[config.mk]
export PLATFORM = sky130hd
export DESIGN_NAME = uart_mode_bank
export DESIGN_NICKNAME = d
export VERILOG_FILES = /design/src/rtl/mbank_pkg.sv /design/src/rtl/mbank_ptr.sv /design/src/rtl/mbank_regs.sv /design/src/rtl/mbank_router.sv /design/src/rtl/uart_mode_bank.sv
export SDC_FILE = /design/constraint.sdc
export NUM_CORES = 1
export LEC_CHECK = 0
export BUFFER_PORTS_ARGS = -buffer_cell sky130_fd_sc_hd__clkbuf_2
export CAP_MARGIN = 15
export CORE_MARGIN = 5
export CORE_UTILIZATION = 50
export CTS_BUF_LIST = sky130_fd_sc_hd__clkbuf_4 sky130_fd_sc_hd__clkbuf_8
export DETAILED_ROUTE_END_ITERATION = 6
export HOLD_SLACK_MARGIN = 0.03
export PLACE_DENSITY = 0.95
export SLEW_MARGIN = 20
export SYNTH_ARGS = -nofsm -noshare
export SYNTH_HDL_FRONTEND = slang
export SYNTH_HIERARCHICAL = 1
export SYNTH_SLANG_ARGS = --single-unit
[constraint.sdc]
create_clock -name clk -period 1.4 [get_ports clk]
set_input_delay 0.21 -clock clk [delete_from_list [all_inputs] [get_ports clk]]
set_output_delay 0.21 -clock clk [all_outputs]
set_load 0.1 [all_outputs]
[src/rtl/mbank_pkg.sv]
package mbank_pkg;

    typedef enum logic {
        PTR_MODE1 = 1'b0,
        PTR_MODE2 = 1'b1
    } ptr_e;

    typedef enum logic [1:0] {
        PAR_WITH  = 2'b00,
        PAR_FORCE = 2'b01,
        PAR_NONE  = 2'b10,
        PAR_MDROP = 2'b11
    } par_mode_e;

    typedef enum logic [1:0] {
        CH_NORMAL = 2'b00,
        CH_ECHO   = 2'b01,
        CH_LLOOP  = 2'b10,
        CH_RLOOP  = 2'b11
    } chan_mode_e;

    typedef struct packed {
        logic      rx_rts;
        logic      rx_int_full;
        logic      err_block;
        par_mode_e par;
        logic      par_odd;
        logic [1:0] len_code;
    } mode1_t;

    typedef struct packed {
        chan_mode_e chan;
        logic       tx_rts;
        logic       cts_en;
        logic [3:0] stop_code;
    } mode2_t;

    localparam int REG_W = $bits(mode1_t);
    localparam int MIN_CHAR_BITS = 5;

    function automatic logic [3:0] char_len(input logic [1:0] code);
        return 4'(MIN_CHAR_BITS) + {2'b00, code};
    endfunction

endpackage

[src/rtl/mbank_ptr.sv]
module mbank_ptr
    import mbank_pkg::*;
#(
    parameter int CMD_W = 4,
    parameter logic [CMD_W-1:0] SET_PTR_CODE = 'h1
) (
    input  logic             clk,
    input  logic             rst,
    input  logic             cs,
    input  logic             rd,
    input  logic             wr,
    input  logic             cmd_valid,
    input  logic [CMD_W-1:0] cmd_code,
    output ptr_e             ptr
);

    logic set_ptr;
    logic access;

    assign set_ptr = cmd_valid && (cmd_code == SET_PTR_CODE);
    assign access  = cs && (rd || wr);

    // The command wins over an access in the same cycle.
    // A combined read and write counts as one access.
    always_ff @(posedge clk) begin
        if (rst) begin
            ptr <= PTR_MODE1;
        end else if (set_ptr) begin
            ptr <= PTR_MODE1;
        end else if (access && ptr == PTR_MODE1) begin
            ptr <= PTR_MODE2;
        end
    end

    AST_SETPTR_TO_MODE1: assert property (@(posedge clk) disable iff (rst)
        set_ptr |=> ptr == PTR_MODE1);

    AST_MODE1_ADVANCES: assert property (@(posedge clk) disable iff (rst)
        (!set_ptr && access && ptr == PTR_MODE1) |=> ptr == PTR_MODE2);

    AST_MODE2_STICKS: assert property (@(posedge clk) disable iff (rst)
        (!set_ptr && ptr == PTR_MODE2) |=> ptr == PTR_MODE2);

    AST_IDLE_KEEPS_PTR: assert property (@(posedge clk) disable iff (rst)
        (!set_ptr && !access) |=> $stable(ptr));

endmodule

[src/rtl/mbank_regs.sv]
module mbank_regs
    import mbank_pkg::*;
(
    input  logic             clk,
    input  logic             rst,
    input  ptr_e             sel,
    input  logic             wr_en,
    input  logic             rd_en,
    input  logic [REG_W-1:0] wdata,
    output mode1_t           m1,
    output mode2_t           m2,
    output logic [REG_W-1:0] rdata
);

    always_ff @(posedge clk) begin
        if (rst) begin
            m1 <= mode1_t'('0);
            m2 <= mode2_t'('0);
        end else if (wr_en) begin
            if (sel == PTR_MODE1) begin
                m1 <= mode1_t'(wdata);
            end else begin
                m2 <= mode2_t'(wdata);
            end
        end
    end

    always_comb begin
        rdata = '0;
        if (rd_en) begin
            rdata = (sel == PTR_MODE1) ? REG_W'(m1) : REG_W'(m2);
        end
    end

    AST_MODE1_STORES: assert property (@(posedge clk) disable iff (rst)
        (wr_en && sel == PTR_MODE1) |=> (REG_W'(m1) == $past(wdata) && $stable(m2)));

    AST_MODE2_STORES: assert property (@(posedge clk) disable iff (rst)
        (wr_en && sel == PTR_MODE2) |=> (REG_W'(m2) == $past(wdata) && $stable(m1)));

    AST_NO_WRITE_HOLDS: assert property (@(posedge clk) disable iff (rst)
        !wr_en |=> ($stable(m1) && $stable(m2)));

endmodule

[src/rtl/mbank_router.sv]
module mbank_router
    import mbank_pkg::*;
(
    input  chan_mode_e mode,
    input  logic       pin_rxd,
    input  logic       tx_out,
    output logic       pin_txd,
    output logic       rx_in
);

    localparam logic MARK = 1'b1;

    always_comb begin
        unique case (mode)
            CH_NORMAL: begin
                pin_txd = tx_out;
                rx_in   = pin_rxd;
            end
            CH_ECHO: begin
                pin_txd = pin_rxd;
                rx_in   = pin_rxd;
            end
            CH_LLOOP: begin
                pin_txd = MARK;
                rx_in   = tx_out;
            end
            default: begin
                pin_txd = pin_rxd;
                rx_in   = MARK;
            end
        endcase
    end

endmodule

[src/rtl/uart_mode_bank.sv]
module uart_mode_bank
    import mbank_pkg::*;
#(
    parameter int CMD_W = 4,
    parameter logic [CMD_W-1:0] SET_PTR_CODE = 'h1
) (
    input  logic             clk,
    input  logic             rst,
    input  logic             cs,
    input  logic             rd,
    input  logic             wr,
    input  logic [7:0]       wdata,
    input  logic             cmd_valid,
    input  logic [CMD_W-1:0] cmd_code,
    output logic [7:0]       rdata,
    output logic             rx_rts_ctl,
    output logic             rx_int_full,
    output logic             err_block,
    output logic [1:0]       par_mode,
    output logic             par_odd,
    output logic [3:0]       char_bits,
    output logic             tx_rts_ctl,
    output logic             cts_en,
    output logic [3:0]       stop_code,
    output logic [1:0]       chan_mode,
    input  logic             pin_rxd,
    input  logic             tx_out,
    output logic             pin_txd,
    output logic             rx_in
);

    ptr_e   ptr;
    mode1_t m1;
    mode2_t m2;

    mbank_ptr #(
        .CMD_W        (CMD_W),
        .SET_PTR_CODE (SET_PTR_CODE)
    ) u_ptr (
        .clk       (clk),
        .rst       (rst),
        .cs        (cs),
        .rd        (rd),
        .wr        (wr),
        .cmd_valid (cmd_valid),
        .cmd_code  (cmd_code),
        .ptr       (ptr)
    );

    mbank_regs u_regs (
        .clk   (clk),
        .rst   (rst),
        .sel   (ptr),
        .wr_en (cs && wr),
        .rd_en (cs && rd),
        .wdata (wdata),
        .m1    (m1),
        .m2    (m2),
        .rdata (rdata)
    );

    mbank_router u_route (
        .mode    (m2.chan),
        .pin_rxd (pin_rxd),
        .tx_out  (tx_out),
        .pin_txd (pin_txd),
        .rx_in   (rx_in)
    );

    assign rx_rts_ctl  = m1.rx_rts;
    assign rx_int_full = m1.rx_int_full;
    assign err_block   = m1.err_block;
    assign par_mode    = m1.par;
    assign par_odd     = m1.par_odd;
    assign char_bits   = char_len(m1.len_code);
    assign tx_rts_ctl  = m2.tx_rts;
    assign cts_en      = m2.cts_en;
    assign stop_code   = m2.stop_code;
    assign chan_mode   = m2.chan;

    AST_ECHO_PATH: assert property (@(posedge clk) disable iff (rst)
        chan_mode == CH_ECHO |-> (pin_txd == pin_rxd && rx_in == pin_rxd));

    AST_LLOOP_MARK: assert property (@(posedge clk) disable iff (rst)
        chan_mode == CH_LLOOP |-> (pin_txd && rx_in == tx_out));

    AST_RLOOP_ISOLATE: assert property (@(posedge clk) disable iff (rst)
        chan_mode == CH_RLOOP |-> (rx_in && pin_txd == pin_rxd));

    AST_LEN_RANGE: assert property (@(posedge clk) disable iff (rst)
        (char_bits >= 4'd5 && char_bits <= 4'd8));

endmodule

==> results.sh, run 1 <==
export IMPL_stop_stage="clock tree synthesis (4_1_cts)"
export IMPL_synth_lib_cells_used_distinct=18
export IMPL_placed_cell_area_mm2=0.00164
export IMPL_cts_hold_repair_buffers=0
export IMPL_die_x_um=53.2
export IMPL_cts_htree_levels=1
export IMPL_synthesis_instances=95
export IMPL_gp_routability_congestion=0.712
export IMPL_dp_hpwl_um=2430
export IMPL_error_message="[ERROR DPL-0033] detailed placement checks failed during check placement."
export IMPL_synth_avg_cell_area_um2=9.84
export IMPL_port_buffer_count=47
export IMPL_fp_dieH_um=53.2
export IMPL_placed_cells_incl_taps=167
export IMPL_cts_root_buffer_cell="clkbuf_4"
export IMPL_clock_tree_buffer_depth=2
export IMPL_top_level_ports=48
export IMPL_yosysSeqAreaShare_pct=36.4
export IMPL_outcome="aborted with a tool error"
export IMPL_synth_warnings=6
export IMPL_initial_standard_cell_utilization_of_the_core_pct=53.5
export IMPL_cts_made_buffers=3
export IMPL_cts_sinks=17
export IMPL_post_cts_buffers=1
export IMPL_synthesis_area_um2=935
export IMPL_synthesis_nets=117
export IMPL_ys_ff_latch=17
export IMPL_core_rowCount=15
export IMPL_cts_resized_gates=11
[through the flow]
stage | utilization [%] | hold slack [ns] | worst slack [ns]
2_1_floorplan | - | 0.275 | -0.0408
3_3_place_gp | 93.8 | 0.404 | 0.114
3_5_place_dp | 93.8 | 0.408 | 0.0534
[synthesized netlist by cell type, drive strengths merged]
cell type | count | area share [%]
a21oi | 1 | 0.53
inv | 2 | 0.80
nand2b | 24 | 16
dfxtp | 17 | 36
nor2b | 9 | 6.3
clkbuf | 2 | 0.80
o21a | 1 | 0.80
and2 | 2 | 1.3
nor2 | 4 | 1.6
nand2 | 2 | 1.1
o21ai | 1 | 0.53
nor4b | 1 | 1.6
mux2i | 24 | 26
buf | 2 | 2.4
a211oi | 1 | 1.3
ha | 2 | 2.7
[logic make-up after synthesis]
logic type / Yosys count / share of synthesized area (%)
muxes: 24 / 25.7
adders and majority gates: 2 / 2.68
AOI/OAI and AO/OA: 4 / 3.21
DFF: 17 / 36.4
buffers and inverters: 6 / 4.02
and+or+nand+nor: 42 / 28.0
==> run 2: changes to the inputs <==
CORE_AREA = 5 5 66 68   (was default)
CORE_MARGIN = default   (was 5)
CORE_UTILIZATION = default   (was 50)
CTS_BUF_LIST = default   (was sky130_fd_sc_hd__clkbuf_4 sky130_fd_sc_hd__clkbuf_8)
DIE_AREA = 0 0 71 73   (was default)
HOLD_SLACK_MARGIN = default   (was 0.03)
PLACE_DENSITY = default   (was 0.95)
PLACE_DENSITY_LB_ADDON = 0.15   (was default)
==> run 2 against run 1 <==
Net effect:
- the flow now finishes, with violations (negative setup slack)
- synthesized cell count did not move
- synthesized area did not move
==> results.sh, run 2 <==
export IMPL_synthesis_nets=117
export IMPL_max_slew_worst_pin_slew_ns=0.372
export IMPL_synth_compound_area_share_pct=3.21
export IMPL_synth_warnings=6
export IMPL_clockPowerShare_pct=26.5
export IMPL_core_rowCount=23
export IMPL_synth_top_area_cell="dfxtp_1"
export IMPL_cts_resized_gates=12
export IMPL_top_level_ports=48
export IMPL_first_pass_grt_wire_length_um=4660
export IMPL_ys_ff_latch=17
export IMPL_synth_top_cells_by_count="mux2i_1, nand2b_1, dfxtp_1"
export IMPL_vias_per_cell=4.36
export IMPL_worst_hold_path_type="in2reg"
export IMPL_max_clock_freq_mhz=681
export IMPL_switchingPower_mw=0.499
export IMPL_slew_violations=0
export IMPL_port_buffer_count=47
export IMPL_worst_setup_hold_path_clk_slew_ns=0.07
export IMPL_cts_hold_repair_buffers=0
export IMPL_critPathLaunchType="flip-flop"
export IMPL_layout_cells_most_common="nand2b_1"
export IMPL_dp_hpwl_um=2120
export IMPL_yosys_top_cells_area="dfxtp_1, mux2i_1, nand2b_1"
export IMPL_internal_power_mw=0.875
export IMPL_cts_root_buffer_cell="clkbuf_8"
export IMPL_seq_power_share_pct=37.7
export IMPL_outcome="finished, violations left"
export IMPL_hold_violations=0
export IMPL_detail_route_drc_violations=0
export IMPL_synth_avg_cell_area_um2=9.84
export IMPL_drt_pass1_iter_count=3
export IMPL_power_share_switching_pct=36.3
export IMPL_setup_ws_ns=-0.0695
export IMPL_finish_net_count=170
export IMPL_main_synth_ff_type="dfxtp_1"
export IMPL_ffs_w_async_s_r_synth_pct=0
export IMPL_power_static_leakage_nw=0.737
export IMPL_crit_path_end_kind="output port"
export IMPL_wl_um=2720
export IMPL_synth_top_family_by_area="simple AND/OR/NAND/NOR gates"
export IMPL_cp_required_ns=1.19
export IMPL_grt_util_all_layers_pct=11.3
export IMPL_grt_ovfl_total=0
export IMPL_period_needed_ns=1.47
export IMPL_layout_top_registers="u_regs/m1 (8), u_regs/m2 (8), u_ptr/ptr (1)"
export IMPL_cts_made_buffers=3
export IMPL_crit_path_max_fanout=5
export IMPL_combinationalPowerShare_pct=35.8
export IMPL_design_core_area_mm2=0.00380
export IMPL_most_common_layout_cells="nand2b_1, clkbuf_2, buf_4"
export IMPL_report_final_setup_viol=8
export IMPL_clock_tree_buffer_depth=2
export IMPL_layout_cell_area_non_filler_mm2=0.00181
export IMPL_synth_fa_ha_area_share_pct=2.68
export IMPL_clock_skew_final_ns=0.00158
export IMPL_timing_final_crit_share_pct=105
export IMPL_clkLatencyLatePin_ns=0.25
export IMPL_cts_htree_levels=1
export IMPL_cts_sinks=17
export IMPL_worstSetupPathType="reg2out"
export IMPL_vdd_ir_drop_max_v=0.000439
export IMPL_drt_wirelength_per_cell_um=13.8
export IMPL_fp_dieH_um=73
export IMPL_synthesis_area_um2=935
export IMPL_area_growth_syn_to_layout_pct=93.7
export IMPL_initial_standard_cell_utilization_of_the_core_pct=24.6
export IMPL_drive_above_1_share_pct=66.7
export IMPL_grt_start_max_net_pins=26
export IMPL_placed_cell_area_mm2=0.00166
export IMPL_cts_tree="yes"
export IMPL_report_power_total_mw=1.37
export IMPL_die_x_um=71
export IMPL_power_per_cell_area_mw_per_mm2=759
export IMPL_gp_routability_congestion=0.739
export IMPL_synth_lib_cells_used_distinct=18
export IMPL_diodes=0
export IMPL_synth_simple_area_share_pct=28.0
export IMPL_cap_viol_max_count=0
export IMPL_route_antenna_remaining_nets=0
export IMPL_timing_slew_headroom_pct=75.2
export IMPL_first_global_vias=1001
export IMPL_yosysSeqAreaShare_pct=36.4
export IMPL_synth_edf_count=0
export IMPL_nFillCells=383
export IMPL_grt_setup_unrepaired="true"
export IMPL_drt_iter0_drc=22
export IMPL_synthMuxAreaShare_pct=25.7
export IMPL_synthXorXnorAreaFrac_pct=0
export IMPL_synthesis_instances=95
export IMPL_violations="negative setup slack"
export IMPL_post_cts_buffers=0
export IMPL_die_area_mm2=0.00518
export IMPL_vias=859
export IMPL_grt_antenna_before_repair=0
export IMPL_post_synth_top_area_fraction_pct=36.4
export IMPL_worstPathArrival_ns=1.26
run 2: per-stage QoR:
| step | instances | setup WS (ns) | setup TNS, ns | util, % | hold WS, ns |
|---|---|---|---|---|---|
| 2_1_floorplan | 95 | -0.0408 | -0.129 | - | 0.275 |
| 3_3_place_gp | 193 | 0.192 | 0 | 43.8 | 0.420 |
| 3_5_place_dp | 193 | 0.166 | 0 | 43.8 | 0.413 |
| 4_1_cts | 197 | -0.0770 | -0.591 | 47.1 | 0.139 |
| 5_1_grt | 197 | -0.117 | -0.899 | 47.7 | 0.141 |
| 6_report | 197 | -0.0695 | -0.539 | 47.7 | 0.135 |
run 2: cells by family after synthesis:
kind of cell / Yosys count
adders and majority gates: 2
DFF: 17
muxes: 24
and+or+nand+nor: 42
buffers and inverters: 6
AOI/OAI and AO/OA: 4
run 2: worst paths after layout:
kind,endpoint,startpoint,slack [ns],cells after the start
worst max-delay path,rdata[6],u_ptr/ptr,-0.07,4
worst max register to register,u_regs/m1[3],u_ptr/ptr,0.33,4
worst min register to register,u_regs/m1[5],u_regs/m1[5],0.51,2
worst min-delay path,u_ptr/ptr,cmd_valid,0.14,2
run 2: final cells by class:
| cell class | count | area (µm²) | share of cell area, % |
|---|---|---|---|
| sequential | 17 | 399 | 22.0 |
| clock inverter | 1 | 5.00 | 0.276 |
| clock buffer | 3 | 41.3 | 2.28 |
| timing repair buffer | 52 | 543 | 30.0 |
| inverter | 2 | 7.51 | 0.415 |
| multi-input combinational | 72 | 752 | 41.5 |
| tap | 50 | 62.6 | 3.46 |
run 2: routing by layer:
metal	vias to the layer above	share of wire [%]	global-route usage [%]
met4	0	0.48	3.13
met3	2	7.0	3.86
met2	24	54	21.0
li1	418	-	-
met5	-	0	0
met1	415	38	12.1
run 2: power groups by stage:
stage	combinational, mW	sequential, mW	clock [mW]
floorplan	0.227	0.620	0
global placement	0.461	0.520	0
detailed placement	0.466	0.521	0
CTS	0.489	0.517	0.378
global route	0.514	0.521	0.407
finish	0.492	0.518	0.364
run 2: worst max-delay path: stages (launching register included):
cell and delay, ns:
dfxtp_4 0.36, buf_12 0.15, mux2i_4 0.19, nor2b_4 0.13
buf_12 0.18
No activity file was read; power rests on OpenSTA's default activity.
